### src/rtl/sfe_pkg.sv
package sfe_pkg;
  typedef enum logic [1:0] {
    ST_IDLE  = 2'd0,
    ST_ARMED = 2'd1,
    ST_SHIFT = 2'd2,
    ST_CRC   = 2'd3
  } sfe_state_t;

  // next value of a down-counter that reloads at frame end
  function automatic logic [15:0] gap_next(input logic [15:0] cnt, input logic tick,
                                           input logic reload, input logic [15:0] val);
    if (reload) return val;
    if (tick && cnt != 16'd0) return cnt - 16'd1;
    return cnt;
  endfunction
endpackage

### src/rtl/sfe_gap_timer.sv
module sfe_gap_timer #(
  parameter int GAP_W = 6
) (
  input  logic             clk,
  input  logic             rst_n,
  input  logic             bit_tick,
  input  logic             reload,
  input  logic [GAP_W-1:0] reload_val,
  output logic             gap_done
);
  import sfe_pkg::*;

  logic [GAP_W-1:0] cnt;
  logic [15:0]      nxt;

  always_comb nxt = gap_next(16'(cnt), bit_tick, reload, 16'(reload_val));

  always_ff @(posedge clk) begin
    if (!rst_n) cnt <= '0;
    else        cnt <= nxt[GAP_W-1:0];
  end

  assign gap_done = (cnt == '0);


  gap_quiet_chk: assert property (@(posedge clk) disable iff (!rst_n)
    (!$past(bit_tick) && !$past(reload)) |-> $stable(cnt));
endmodule

### src/rtl/sfe_shifter.sv
module sfe_shifter #(
  parameter int W = 16
) (
  input  logic         clk,
  input  logic         rst_n,
  input  logic         bit_tick,
  input  logic         launch,
  input  logic [W-1:0] load_word,
  input  logic         sdi,
  output logic         sdo,
  output logic         frame_n,
  output logic         last_tick,
  output logic [W-1:0] rx_word
);
  localparam int BCNT_W = (W > 1) ? $clog2(W) : 1;

  logic [W-1:0]      tx_sr;
  logic [W-1:0]      rx_sr;
  logic [BCNT_W-1:0] bcnt;
  logic              active;

  function automatic logic [W-1:0] shift_in(input logic [W-1:0] v, input logic b);
    return {v[W-2:0], b};
  endfunction

  assign last_tick = active && bit_tick && (bcnt == BCNT_W'(W-1));

  always_ff @(posedge clk) begin
    if (!rst_n) begin
      tx_sr  <= '0;
      rx_sr  <= '0;
      bcnt   <= '0;
      active <= 1'b0;
    end else if (launch) begin
      tx_sr  <= load_word;
      bcnt   <= '0;
      active <= 1'b1;
    end else if (active && bit_tick) begin
      rx_sr <= shift_in(rx_sr, sdi);
      tx_sr <= shift_in(tx_sr, 1'b0);
      bcnt  <= bcnt + 1'b1;
      if (last_tick) active <= 1'b0;
    end
  end

  assign sdo     = active ? tx_sr[W-1] : 1'b0;
  assign frame_n = !active;
  assign rx_word = rx_sr;


  sdo_hold_chk: assert property (@(posedge clk) disable iff (!rst_n)
    !$past(bit_tick) |-> $stable(sdo));

  frame_rise_chk: assert property (@(posedge clk) disable iff (!rst_n)
    $rose(frame_n) |-> $past(bit_tick));
endmodule

### src/rtl/sfe_rx_fifo.sv
module sfe_rx_fifo #(
  parameter int W     = 17,
  parameter int DEPTH = 4
) (
  input  logic         clk,
  input  logic         rst_n,
  input  logic         wr,
  input  logic [W-1:0] wr_data,
  input  logic         rd,
  output logic [W-1:0] rd_data,
  output logic         not_empty,
  output logic         overflow
);
  localparam int PTR_W = (DEPTH > 1) ? $clog2(DEPTH) : 1;
  localparam int CNT_W = $clog2(DEPTH + 1);

  logic [W-1:0]     mem [DEPTH];
  logic [PTR_W-1:0] wptr, rptr;
  logic [CNT_W-1:0] count;
  logic             full, wr_ok, rd_ok;

  function automatic logic [PTR_W-1:0] ptr_next(input logic [PTR_W-1:0] p);
    return (p == PTR_W'(DEPTH-1)) ? '0 : p + 1'b1;
  endfunction

  assign full  = (count == CNT_W'(DEPTH));
  assign wr_ok = wr && !full;
  assign rd_ok = rd && (count != '0);

  always_ff @(posedge clk) begin
    if (wr_ok) mem[wptr] <= wr_data;
  end

  always_ff @(posedge clk) begin
    if (!rst_n) begin
      wptr     <= '0;
      rptr     <= '0;
      count    <= '0;
      overflow <= 1'b0;
    end else begin
      if (wr_ok) wptr <= ptr_next(wptr);
      if (rd_ok) rptr <= ptr_next(rptr);
      if (wr_ok && !rd_ok)      count <= count + 1'b1;
      else if (rd_ok && !wr_ok) count <= count - 1'b1;
      if (wr && full) overflow <= 1'b1;
    end
  end

  assign rd_data   = mem[rptr];
  assign not_empty = (count != '0);


  fifo_depth_chk: assert property (@(posedge clk) disable iff (!rst_n)
    count <= CNT_W'(DEPTH));

  ovf_sticky_chk: assert property (@(posedge clk) disable iff (!rst_n)
    overflow |=> overflow);

  empty_pop_chk: assert property (@(posedge clk) disable iff (!rst_n)
    (!not_empty && !wr) |=> !not_empty);
endmodule

### src/rtl/sbus_frame_engine.sv
module sbus_frame_engine #(
  parameter int FRAME_W = 16,
  parameter int DEPTH   = 4,
  parameter int GAP_W   = 6
) (
  input  logic               clk,
  input  logic               rst_n,
  input  logic               bit_tick,
  input  logic               start,
  input  logic [FRAME_W-1:0] tx_word,
  input  logic [GAP_W-1:0]   gap_ticks,
  input  logic               crc_done,
  input  logic               crc_err,
  input  logic               sdi,
  input  logic               rd_en,
  output logic               frame_n,
  output logic               sdo,
  output logic               busy,
  output logic [FRAME_W-1:0] rd_word,
  output logic               rd_err,
  output logic               rx_not_empty,
  output logic               overflow
);
  import sfe_pkg::*;

  localparam int ENT_W = FRAME_W + 1;

  sfe_state_t         state;
  logic [FRAME_W-1:0] hold_word;
  logic               gap_done, launch, last_tick, store;
  logic [FRAME_W-1:0] rx_word;
  logic [ENT_W-1:0]   head;

  assign launch = (state == ST_ARMED) && bit_tick && gap_done;
  assign store  = (state == ST_CRC) && crc_done;

  always_ff @(posedge clk) begin
    if (!rst_n) begin
      state     <= ST_IDLE;
      hold_word <= '0;
    end else begin
      case (state)
        ST_IDLE:  if (start) begin
                    hold_word <= tx_word;
                    state     <= ST_ARMED;
                  end
        ST_ARMED: if (launch)    state <= ST_SHIFT;
        ST_SHIFT: if (last_tick) state <= ST_CRC;
        ST_CRC:   if (crc_done)  state <= ST_IDLE;
        default:                 state <= ST_IDLE;
      endcase
    end
  end

  assign busy = (state != ST_IDLE);

  sfe_gap_timer #(.GAP_W(GAP_W)) u_gap (
    .clk(clk), .rst_n(rst_n), .bit_tick(bit_tick),
    .reload(last_tick), .reload_val(gap_ticks), .gap_done(gap_done)
  );

  sfe_shifter #(.W(FRAME_W)) u_shift (
    .clk(clk), .rst_n(rst_n), .bit_tick(bit_tick), .launch(launch),
    .load_word(hold_word), .sdi(sdi), .sdo(sdo), .frame_n(frame_n),
    .last_tick(last_tick), .rx_word(rx_word)
  );

  sfe_rx_fifo #(.W(ENT_W), .DEPTH(DEPTH)) u_fifo (
    .clk(clk), .rst_n(rst_n), .wr(store), .wr_data({crc_err, rx_word}),
    .rd(rd_en), .rd_data(head), .not_empty(rx_not_empty), .overflow(overflow)
  );

  assign rd_word = head[FRAME_W-1:0];
  assign rd_err  = head[FRAME_W];


  gap_launch_chk: assert property (@(posedge clk) disable iff (!rst_n)
    $fell(frame_n) |-> $past(gap_done && bit_tick));

  settle_chk: assert property (@(posedge clk) disable iff (!rst_n)
    $rose(rx_not_empty) |-> $past(crc_done && state == ST_CRC));

  hold_chk: assert property (@(posedge clk) disable iff (!rst_n)
    busy |=> $stable(hold_word));

  idle_crc_chk: assert property (@(posedge clk) disable iff (!rst_n)
    (!busy && !rx_not_empty) |=> !rx_not_empty);
endmodule

### config.mk
export PLATFORM = sky130hd
export DESIGN_NAME = sbus_frame_engine
export DESIGN_NICKNAME = d
export VERILOG_FILES = /design/src/rtl/sfe_pkg.sv /design/src/rtl/sfe_gap_timer.sv /design/src/rtl/sfe_shifter.sv /design/src/rtl/sfe_rx_fifo.sv /design/src/rtl/sbus_frame_engine.sv
export SDC_FILE = /design/constraint.sdc
export NUM_CORES = 1
export LEC_CHECK = 0
export ABC_AREA = 0
export BUFFER_PORTS_ARGS = -buffer_cell sky130_fd_sc_hd__buf_2
export CAP_MARGIN = 30
export CORE_MARGIN = 5
export CORE_UTILIZATION = 45
export CTS_BUF_LIST = sky130_fd_sc_hd__clkbuf_8
export DETAILED_ROUTE_END_ITERATION = 10
export HOLD_SLACK_MARGIN = 0.03
export PLACE_DENSITY = 0.75
export SETUP_SLACK_MARGIN = 0.3
export SYNTH_ARGS = -nofsm -noshare
export SYNTH_HDL_FRONTEND = slang
export SYNTH_HIERARCHICAL = 1
export SYNTH_SLANG_ARGS = --single-unit
### constraint.sdc
create_clock -name clk -period 2.1 [get_ports clk]
set_input_delay 0.42 -clock clk [delete_from_list [all_inputs] [get_ports clk]]
set_output_delay 0.42 -clock clk [all_outputs]
set_load 0.1 [all_outputs]
* Word-level counts from Yosys, hierarchy flattened
Memories as Yosys holds them, arrays and structs flattened. A register that Yosys moved wholly into a read port is not among the register bits.
Cells that the tools add are included.
** Word-level totals
- Register bits :: 69
- Word-level logic and storage cells :: 86
- Bits in latches :: 0
- Memory bits (read-only) :: 0
- Bits of input ports :: 30
- Memory bits (writable) :: 68
- Memories kept :: 1
** Operators by class
- Eq/ne operators :: 11
- Bitwise gates (word level) :: 2
- Reduce and logical (&&, ||, !) cells :: 29
- Divide/modulo/power cells :: 0
- Multiplexer cells :: 26
- Shift operators :: 0
- Magnitude comparators :: 0
- $add $sub $neg :: 6
- $mul :: 0
** Memories
- u_fifo.mem :: words 4, width 17, read ports 1, clocked after memory_dff 1, write ports 1, RTL line sfe_rx_fifo.sv:17 : logic [W-1:0] mem [DEPTH];
** Operators by type and width (number)
- $mux W16 :: 2
- $mux W6 :: 4
- $mux W2 :: 8
- $logic_and A1 B1 Y1 :: 11
- $reduce_bool A2 Y1 :: 5
- $mux W1 :: 9
- $eq A2 B2 Y1 const B :: 4
- $ne A2 B2 Y1 const B :: 4
- $pmux W2 S4 :: 1
- $logic_not A6 Y1 :: 1
- $mux W3 :: 2
- $reduce_and A2 Y1 :: 3
- $reduce_bool A6 Y1 :: 1
- $sub A6 B1 Y6 const B :: 1
- $add A2 B1 Y2 const B :: 2
- $add A4 B1 Y4 const B :: 1
- $eq A4 B4 Y1 const B :: 1
- $logic_not A1 Y1 :: 4
- $reduce_and A4 Y1 :: 1
- $add A3 B1 Y3 const B :: 1
- $eq A3 B3 Y1 const B :: 1
- $reduce_bool A3 Y1 :: 1
- $sub A3 B1 Y3 const B :: 1
- $eq A2 B1 Y1 const B :: 1
- 3 further kinds :: 4

* Longest topological paths before layout
Gate-level depths: netlist of the first run.
- Depth after elaboration :: 7
- Depth in mapped cells :: 10
- Gate-level depth less buffers :: 9

* Modules after synthesis
The synthesis of the first run kept the hierarchy.
** Modules (own cells, without submodules)
- sfe_rx_fifo :: cells each 143, area an instance 3000.4 sq um, instances 1
- sfe_shifter :: cells each 168, area an instance 1490.2 sq um, instances 1
- sbus_frame_engine :: cells each 93, area an instance 818.3 sq um, instances 1
- sfe_gap_timer :: cells each 43, area an instance 351.6 sq um, instances 1

* Least setup slack after synthesis of the first run
No wires, ideal clock.
- Path kind :: register to register
- Start :: register state[0]
- End :: register u_fifo.count[2]
- Slack :: -43 ps
- Arrival :: 2068 ps
- Stages on the path, launching flop included :: 11
- Cell sequence :: dfxtp_1 > ha_1 > and2_1 > nor2b_1 > buf_2 > ha_1 > inv_1 > fa_1 > xor2_1 > or3_1 > a21boi_0
** On the way
- Longest elaborated chain between the ends :: 6
- Elaborated cells on any way between the ends :: 8
- Classes of those cells :: eq/ne (1); mux (1); reduce/logical (6)
** Ends and longest elaborated chain
- from (decl) :: RTL line sbus_frame_engine.sv:28 : sfe_state_t state;
- from (signal assigned) :: RTL line sbus_frame_engine.sv:39 : state <= ST_IDLE;
- from (signal assigned) :: RTL line sbus_frame_engine.sv:45 : state <= ST_ARMED;
- from (signal assigned) :: RTL line sbus_frame_engine.sv:47 : ST_ARMED: if (launch) state <= ST_SHIFT;
- $eq A2 B2 Y1 * :: RTL line sbus_frame_engine.sv:35 : assign store = (state == ST_CRC) && crc_done;
- $logic_and A1 B1 Y1 * :: RTL line sbus_frame_engine.sv:35
- net store :: RTL line sbus_frame_engine.sv:30 : logic gap_done, launch, last_tick, store;
- $logic_and A1 B1 Y1 * :: RTL line sfe_rx_fifo.sv:27 : assign wr_ok = wr && !full;
- net u_fifo.wr_ok :: RTL line sfe_rx_fifo.sv:20 : logic full, wr_ok, rd_ok;
- $logic_not A1 Y1 :: RTL line sfe_rx_fifo.sv:44 : else if (rd_ok && !wr_ok) count <= count - 1'b1;
- $logic_and A1 B1 Y1 :: RTL line sfe_rx_fifo.sv:44
- $reduce_bool A2 Y1 (no source line)
- to (signal assigned) :: RTL line sfe_rx_fifo.sv:43 : if (wr_ok && !rd_ok) count <= count + 1'b1;
- to (signal assigned) :: RTL line sfe_rx_fifo.sv:44
- to (decl) :: RTL line sfe_rx_fifo.sv:19 : logic [CNT_W-1:0] count;
Mark *: on every way through the listed nets, which the timed path passes. The rest lies on a longest branch.
A chain may end at the register's enable or synchronous reset.

==> results of run 1 <==
kinds of logic after synthesis:
group,after synthesis,share of synthesized area (%)
buf+inv,34,3.21
flops,139,61.2
compound gates,93,10.6
simple gates,125,10.2
mux,38,10.9
xor+xnor,4,0.619
fa+ha+maj,14,3.23
worst register-to-register path: stages, from the launching register on:
cell and delay (ns):
dfxtp_4 0.37, ha_4 0.13, and2_4 0.14, nor2b_4 0.17, ha_4 0.15, inv_2 0.04, fa_2 0.33, xor2_1 0.16
or3_4 0.39, a21boi_2 0.13
state kept, by name, indices dropped and copies added, names as in the netlist, named ones only:
name             cells
u_fifo/mem          68
hold_word           16
u_shift/rx_word     16
u_shift/tx_sr       16
u_gap/cnt            6
u_shift/bcnt         4
u_fifo/count         3
state                2
u_fifo/rptr          2
u_fifo/wptr          2
u_fifo/overflow      1
u_shift/active       1
worst min path at each step:
stage                              to  slack [ns]  cells after the start
floorplan                hold_word[7]        0.43                      2
global placement         hold_word[9]        0.44                      2
detailed placement       hold_word[7]        0.45                      2
CTS                 u_fifo/mem[1][16]        0.18                      1
global route        u_fifo/mem[1][16]        0.18                      1
finish              u_fifo/mem[1][16]        0.20                      1
Yosys cell counts (2+ instances only):
master | number | area (um2)
nand2_1 | 82 | 308
a21boi_0 | 29 | 218
clkbuf_1 | 8 | 30.0
nor2b_1 | 3 | 18.8
mux2i_1 | 21 | 210
dfxtp_1 | 71 | 1420
and2_1 | 8 | 50.1
mux4_2 | 10 | 225
xor2_1 | 3 | 26.3
o21ai_0 | 25 | 125
a21oi_1 | 24 | 120
edfxtp_1 | 68 | 2040
ha_1 | 13 | 163
o31a_1 | 2 | 17.5
nand3_1 | 6 | 30.0
inv_1 | 12 | 45.0
nor4_1 | 2 | 12.5
buf_6 | 3 | 33.8
mux4_1 | 7 | 184
buf_2 | 8 | 40.0
or3_1 | 3 | 18.8
a21boi_1 | 5 | 37.5
nor2_1 | 9 | 33.8
routing by layer:
metal | track usage [%] | vias to the layer above | wire (um) | part of all wire (%)
li1 | - | 1774 | - | -
met1 | 17.8 | 1705 | 4530 | 42
met5 | 0 | - | 0 | 0
met2 | 26.1 | 85 | 5580 | 52
met3 | 4.64 | 15 | 513 | 4.8
met4 | 5.88 | 0 | 152 | 1.4
where the power goes:
part	switching (mW)	leakage (nW)	internal (mW)	total [mW]
logic	1.86	1.21	1.29	3.15
clock network	1.03	0.168	0.809	1.84
registers	0.205	1.24	3.09	3.29
total	3.09	2.62	5.19	8.28
through the flow:
stage	setup TNS [ns]	cells	setup WS, ns	hold WS, ns	power [mW]
after global routing	-2.12	714	-0.140	0.178	8.67
after floorplan	0	447	0.115	0.431	5.39
after CTS	-1.29	706	-0.108	0.181	8.13
after detailed placement	-0.0927	664	-0.0927	0.448	5.81
final	-0.853	714	-0.0704	0.205	8.28
after global placement	0	664	0.0247	0.443	5.74
area by class of cell:
cell class | count | area (um2)
multi-input combinational | 274 | 2080
clock buffer | 17 | 234
timing repair buffer | 83 | 757
sequential | 139 | 3480
fill | 1013 | 5520
clock inverter | 14 | 97.6
timing repair inverter | 3 | 20.0
tap | 172 | 215
inverter | 12 | 53.8
what timing repair did:
item / CTS / global route
pin swaps: 3 / 6
buffers inserted: 7 / 6
resized for setup: 68 / 26
cloned: 4 / 2
endpoints found under the setup margin: 129 / 50
==> metrics.md, run 1 <==
| Metric | Value |
|---|---|
| Run status | `complete, but fails checks` |
| Failing checks | `negative setup slack` |
| Vias in the first global route | `3725` |
| CP max stage delay | `0.55 ns` |
| Rows | `41` |
| Via density | `5.01` |
| CTS Buf Count | `17` |
| Synth warnings | `6` |
| Core area | `12500 um2` |
| Post-DP Area | `6150 um2` |
| GP Congestion | `0.783` |
| RSZ-0062 raised after global routing | `yes` |
| #FFs+latches synth | `139` |
| Hpwl dp | `6.50 mm` |
| Area grow syn2layout | `22.7%` |
| Register area share after synthesis | `61.2%` |
| Most frequent CP cell | `buf_12` |
| WP depth | `3` |
| Setup slack, reg-to-reg | `0.03 ns` |
| Clk sinks | `139` |
| F_max | `461 MHz` |
| Via count | `3579` |
| IO Port Bufs | `51` |
| GRT Overall Usage | `15.2%` |
| Worst-margin pin slew | `0.484 ns` |
| FF-to-FF Start | `state[1]` |
| Highest-delay cell along the critical path | `mux4_2` |
| Most frequent cells in the layout | `nand2_1 (81), edfxtp_1 (68), dfxtp_1 (64)` |
| Initial antenna violation count | `0` |
| Antenna Diode Count | `0` |
| CTS Buffer Depth | `2` |
| Tmin final | `2.17 ns` |
| Slew headroom | `67.8%` |
| Wire per inst | `15.1 um` |
| Final wirelength | `10.8 mm` |
| Synthesized Nets | `491` |
| Tcrit/Tclk final | `103%` |
| Syn Inst Count | `447` |
| Worst hold path class | `in -> reg` |
| DRC errors left | `0` |
| Starting density of the core | `45.4%` |
| Die width | `122 um` |
| Die area | `14900 um2` |
| Reg clk slew, reported paths | `0.08 ns` |
| Worst setup margin | `-0.0704 ns` |
| CTS tree | `yes` |
| CP startpoint kind | `flip-flop` |
| Die Y | `122 um` |
| Clk_skew | `0.0117 ns` |
| # setup viols final | `17` |
| CTS Hold Buffers Added | `0` |
| Max VDD drop | `1.20 mV` |
| Hold_sp | `crc_err` |
| P_leak | `2.62 nW` |
| Synthesized area | `5660 um2` |
| Worst endpoint required time | `1.68 ns` |
| R2R Path End | `u_fifo/count[2]` |
| Clk_lat worst skew | `0.44 ns` |
| Worst-path fanout max | `5` |
| Pwr/cell area | `1190 nW/um2` |
| Root buf cell | `clkbuf_8` |
| Max Slew Vio Count | `0` |
| Gr ovfl total | `0` |
| Hold Violations, Final | `0` |
| Max Cap Violations | `0` |
| # H-tree levels | `4` |
| Post-synth EDFFs | `68` |
| # IOs | `52` |
| CP Capture Type | `output port` |
| Fin area | `6950 um2` |
| DR pass1 iterations | `5` |
| Final nets | `574` |
| Utilization after layout | `55.7%` |
| WP buf/inv | `2` |
| DRT iter0 DRCs | `182` |
| Synthesized area per cell | `12.7 um2` |
| WP data arrival | `1.75 ns` |
| Yosys cell types | `48` |
| Primary FF master, synth | `dfxtp_1` |
| Crit path max-delay family | `multiplexers` |
| Antenna Violating Nets Remaining | `0` |
| Most common cell after layout, fill and taps aside | `nand2_1` |
| Async SR Flop Fraction | `0%` |
| Layout cells sized above 1 | `31.0%` |
| R2R cell count | `9` |
| Largest net degree at the start of global routing | `45` |
| Crit path kind | `reg -> out` |
| First-pass GRT wire length | `17.3 mm` |
| Crit path to | `rd_word[13]` |
| Worst-path cell chain | `buf_12 > mux4_2 > buf_12` |
(Power assumes the default switching activity.)
==> run 2: changes to the inputs <==
Settings changed: CORE_MARGIN 5 to default.
==> run 2 against run 1 <==
  * The flow still finishes with violations (negative setup slack)
  * Hold slack got worse by 0.015 ns
  * Combinational power hardly changed
  * First-iteration DRC count shrank 17%
  * Critical path type unchanged
==> metrics.md, run 2 (synthesis results as in run 1) <==
| Metric | Value |
|---|---|
| Antenna Diode Count | `0 (unchanged)` |
| Starting density of the core | `46.7% (was 45.4%)` |
| DR pass1 iterations | `6 (was 5)` |
| Most frequent cells in the layout | `nand2_1 (79), edfxtp_1 (68), dfxtp_1 (63) (was nand2_1 (81), edfxtp_1 (68), dfxtp_1 (64))` |
| Internal power | `5.46 mW (was 5.19 mW)` |
| Total Power | `8.58 mW (was 8.28 mW)` |
| IO Port Bufs | `51 (unchanged)` |
| Root buf cell | `clkbuf_8 (unchanged)` |
| Worst hold path class | `in -> reg (unchanged)` |
| CP startpoint kind | `flip-flop (unchanged)` |
| Worst-path fanout max | `9 (was 5)` |
| Combinational power share | `36.7% (was 38.0%)` |
| CP max stage delay | `0.53 ns (was 0.55 ns)` |
| GRT Overall Usage | `16.7% (was 15.2%)` |
| Post-DP Area | `6140 um2 (was 6150 um2)` |
| Final wirelength | `10.2 mm (was 10.8 mm)` |
| F_max | `463 MHz (was 461 MHz)` |
| Crit path kind | `reg -> out (unchanged)` |
| Clk_lat worst skew | `0.45 ns (was 0.44 ns)` |
| Pwr/cell area | `1230 nW/um2 (was 1190 nW/um2)` |
| CTS Buf Count | `17 (unchanged)` |
| Vias in the first global route | `3493 (was 3725)` |
| DRC errors left | `0 (unchanged)` |
| Slew headroom | `67.7% (was 67.8%)` |
| Final nets | `572 (was 574)` |
| Via density | `5.05 (was 5.01)` |
| Fin area | `6990 um2 (was 6950 um2)` |
| Worst endpoint required time | `1.68 ns (about the same)` |
| P_leak | `2.68 nW (was 2.62 nW)` |
| Core area | `12100 um2 (was 12500 um2)` |
| Area grow syn2layout | `23.4% (was 22.7%)` |
| Hpwl dp | `6.05 mm (was 6.50 mm)` |
| # setup viols final | `17 (unchanged)` |
| CTS tree | `yes (unchanged)` |
| Gr ovfl total | `0 (unchanged)` |
| Sw Share | `36.3% (was 37.3%)` |
| Clk sinks | `139 (unchanged)` |
| Max VDD drop | `1.21 mV (was 1.20 mV)` |
| # IOs | `52 (unchanged)` |
| Layout cells sized above 1 | `31.4% (was 31.0%)` |
| GP Congestion | `0.765 (was 0.783)` |
| Worst setup margin | `-0.0576 ns (was -0.0704 ns)` |
| DRT iter0 DRCs | `151 (was 182)` |
| Crit path max-delay family | `multiplexers (unchanged)` |
| Reg clk slew, reported paths | `0.08 ns (about the same)` |
| Tmin final | `2.16 ns (was 2.17 ns)` |
| Die width | `114 um (was 122 um)` |
| Die area | `13000 um2 (was 14900 um2)` |
| CTS Buffer Depth | `2 (unchanged)` |
| Rows | `40 (was 41)` |
| Run status | `complete, but fails checks (unchanged)` |
| # H-tree levels | `4 (unchanged)` |
| Worst-path cell chain | `buf_12 > mux4_2 > buf_6 (was buf_12 > mux4_2 > buf_12)` |
| Most common cell after layout, fill and taps aside | `nand2_1 (unchanged)` |
| First-pass GRT wire length | `16.5 mm (was 17.3 mm)` |
| Tcrit/Tclk final | `103% (about the same)` |
| Biggest register | `u_fifo/mem (unchanged)` |
| Via count | `3581 (was 3579)` |
| WP data arrival | `1.74 ns (was 1.75 ns)` |
| Max Slew Vio Count | `0 (unchanged)` |
| Worst-margin pin slew | `0.485 ns (was 0.484 ns)` |
| Wire per inst | `14.4 um (was 15.1 um)` |
| Sw power | `3.11 mW (was 3.09 mW)` |
| Largest net degree at the start of global routing | `73 (was 45)` |
| Highest-delay cell along the critical path | `mux4_2 (unchanged)` |
| Failing checks | `negative setup slack (unchanged)` |
| Clk_skew | `0.0125 ns (was 0.0117 ns)` |
| Hold Violations, Final | `0 (unchanged)` |
| Die Y | `114 um (was 122 um)` |
| CP Capture Type | `output port (unchanged)` |
| Max Cap Violations | `0 (unchanged)` |
| RSZ-0062 raised after global routing | `yes (unchanged)` |
| Antenna Violating Nets Remaining | `0 (unchanged)` |
| Clock power share | `25.0% (was 22.2%)` |
| Initial antenna violation count | `0 (unchanged)` |
| WP buf/inv | `2 (unchanged)` |
| Largest register FFs | `68 (unchanged)` |
| Placement Setup Slack | `-0.0314 ns (was -0.0927 ns)` |
| Sequential Power Share | `38.3% (was 39.8%)` |
[run 2: changes by cell type in the layout (fill, tap and decap cells not counted), moves of 3 or more]
cell / previous run / this run
a21boi_1: 10 / 17
buf_4: 24 / 21
buf_6: 19 / 26
clkinvlp_4: 6 / 0
a21boi_0: 22 / 16
[run 2: worst paths after layout]
path / start / endpoint / slack (ns) / cells after the start
setup / recovery: flip-flop / rd_word[12] / -0.06 / 3
hold / removal: crc_err / u_fifo/mem[0][16] / 0.19 / 1
setup reg to reg: state[1] / u_fifo/count[2] / 0.14 / 9
hold reg to reg: hold_word[7] / hold_word[7] / 0.45 / 2
[run 2: power groups by stage]
stage	sequential [mW]	clock, mW	combinational (mW)
finish	3.28	2.15	3.15
global route	3.31	2.32	3.36
CTS	3.27	2.19	2.91
detailed placement	3.31	0	2.46
global placement	3.29	0	2.41
floorplan	3.26	0	2.12
[run 2: repair_timing]
item | CTS | global route
setup endpoints to repair | 125 | 124
buffers inserted | 9 | 6
hold buffers | 0 | 0
resized for setup | 74 | 33
pin swaps | 3 | 12
gates cloned | 2 | 1
[run 2: final cells by class]
cell class,instances,area (um2)
repair buffers,84,748
clock inverters,15,164
clock buffers,17,234
multi-input cells,274,2090
fillers,980,5120
flip-flops and latches,139,3490
well taps,168,210
inverters,12,50.0
[run 2: metal layers]
metal  vias up  global-route usage (%)  routed length, um
met5         -                       0                  0
met1      1710                    19.4               4410
met4         0                    5.71                133
met2        82                    29.0               5210
li1       1776                       -                  -
met3        13                    5.61                447
[run 2: metrics by stage]
step,std cells,hold WS [ns],setup TNS [ns],utilization (%)
2_1_floorplan,447,0.431,0,-
3_3_place_gp,659,0.441,0,50.7
3_5_place_dp,659,0.445,-0.0314,50.7
4_1_cts,702,0.173,-1.37,56.6
5_1_grt,709,0.173,-1.89,57.7
6_report,709,0.190,-0.645,57.7
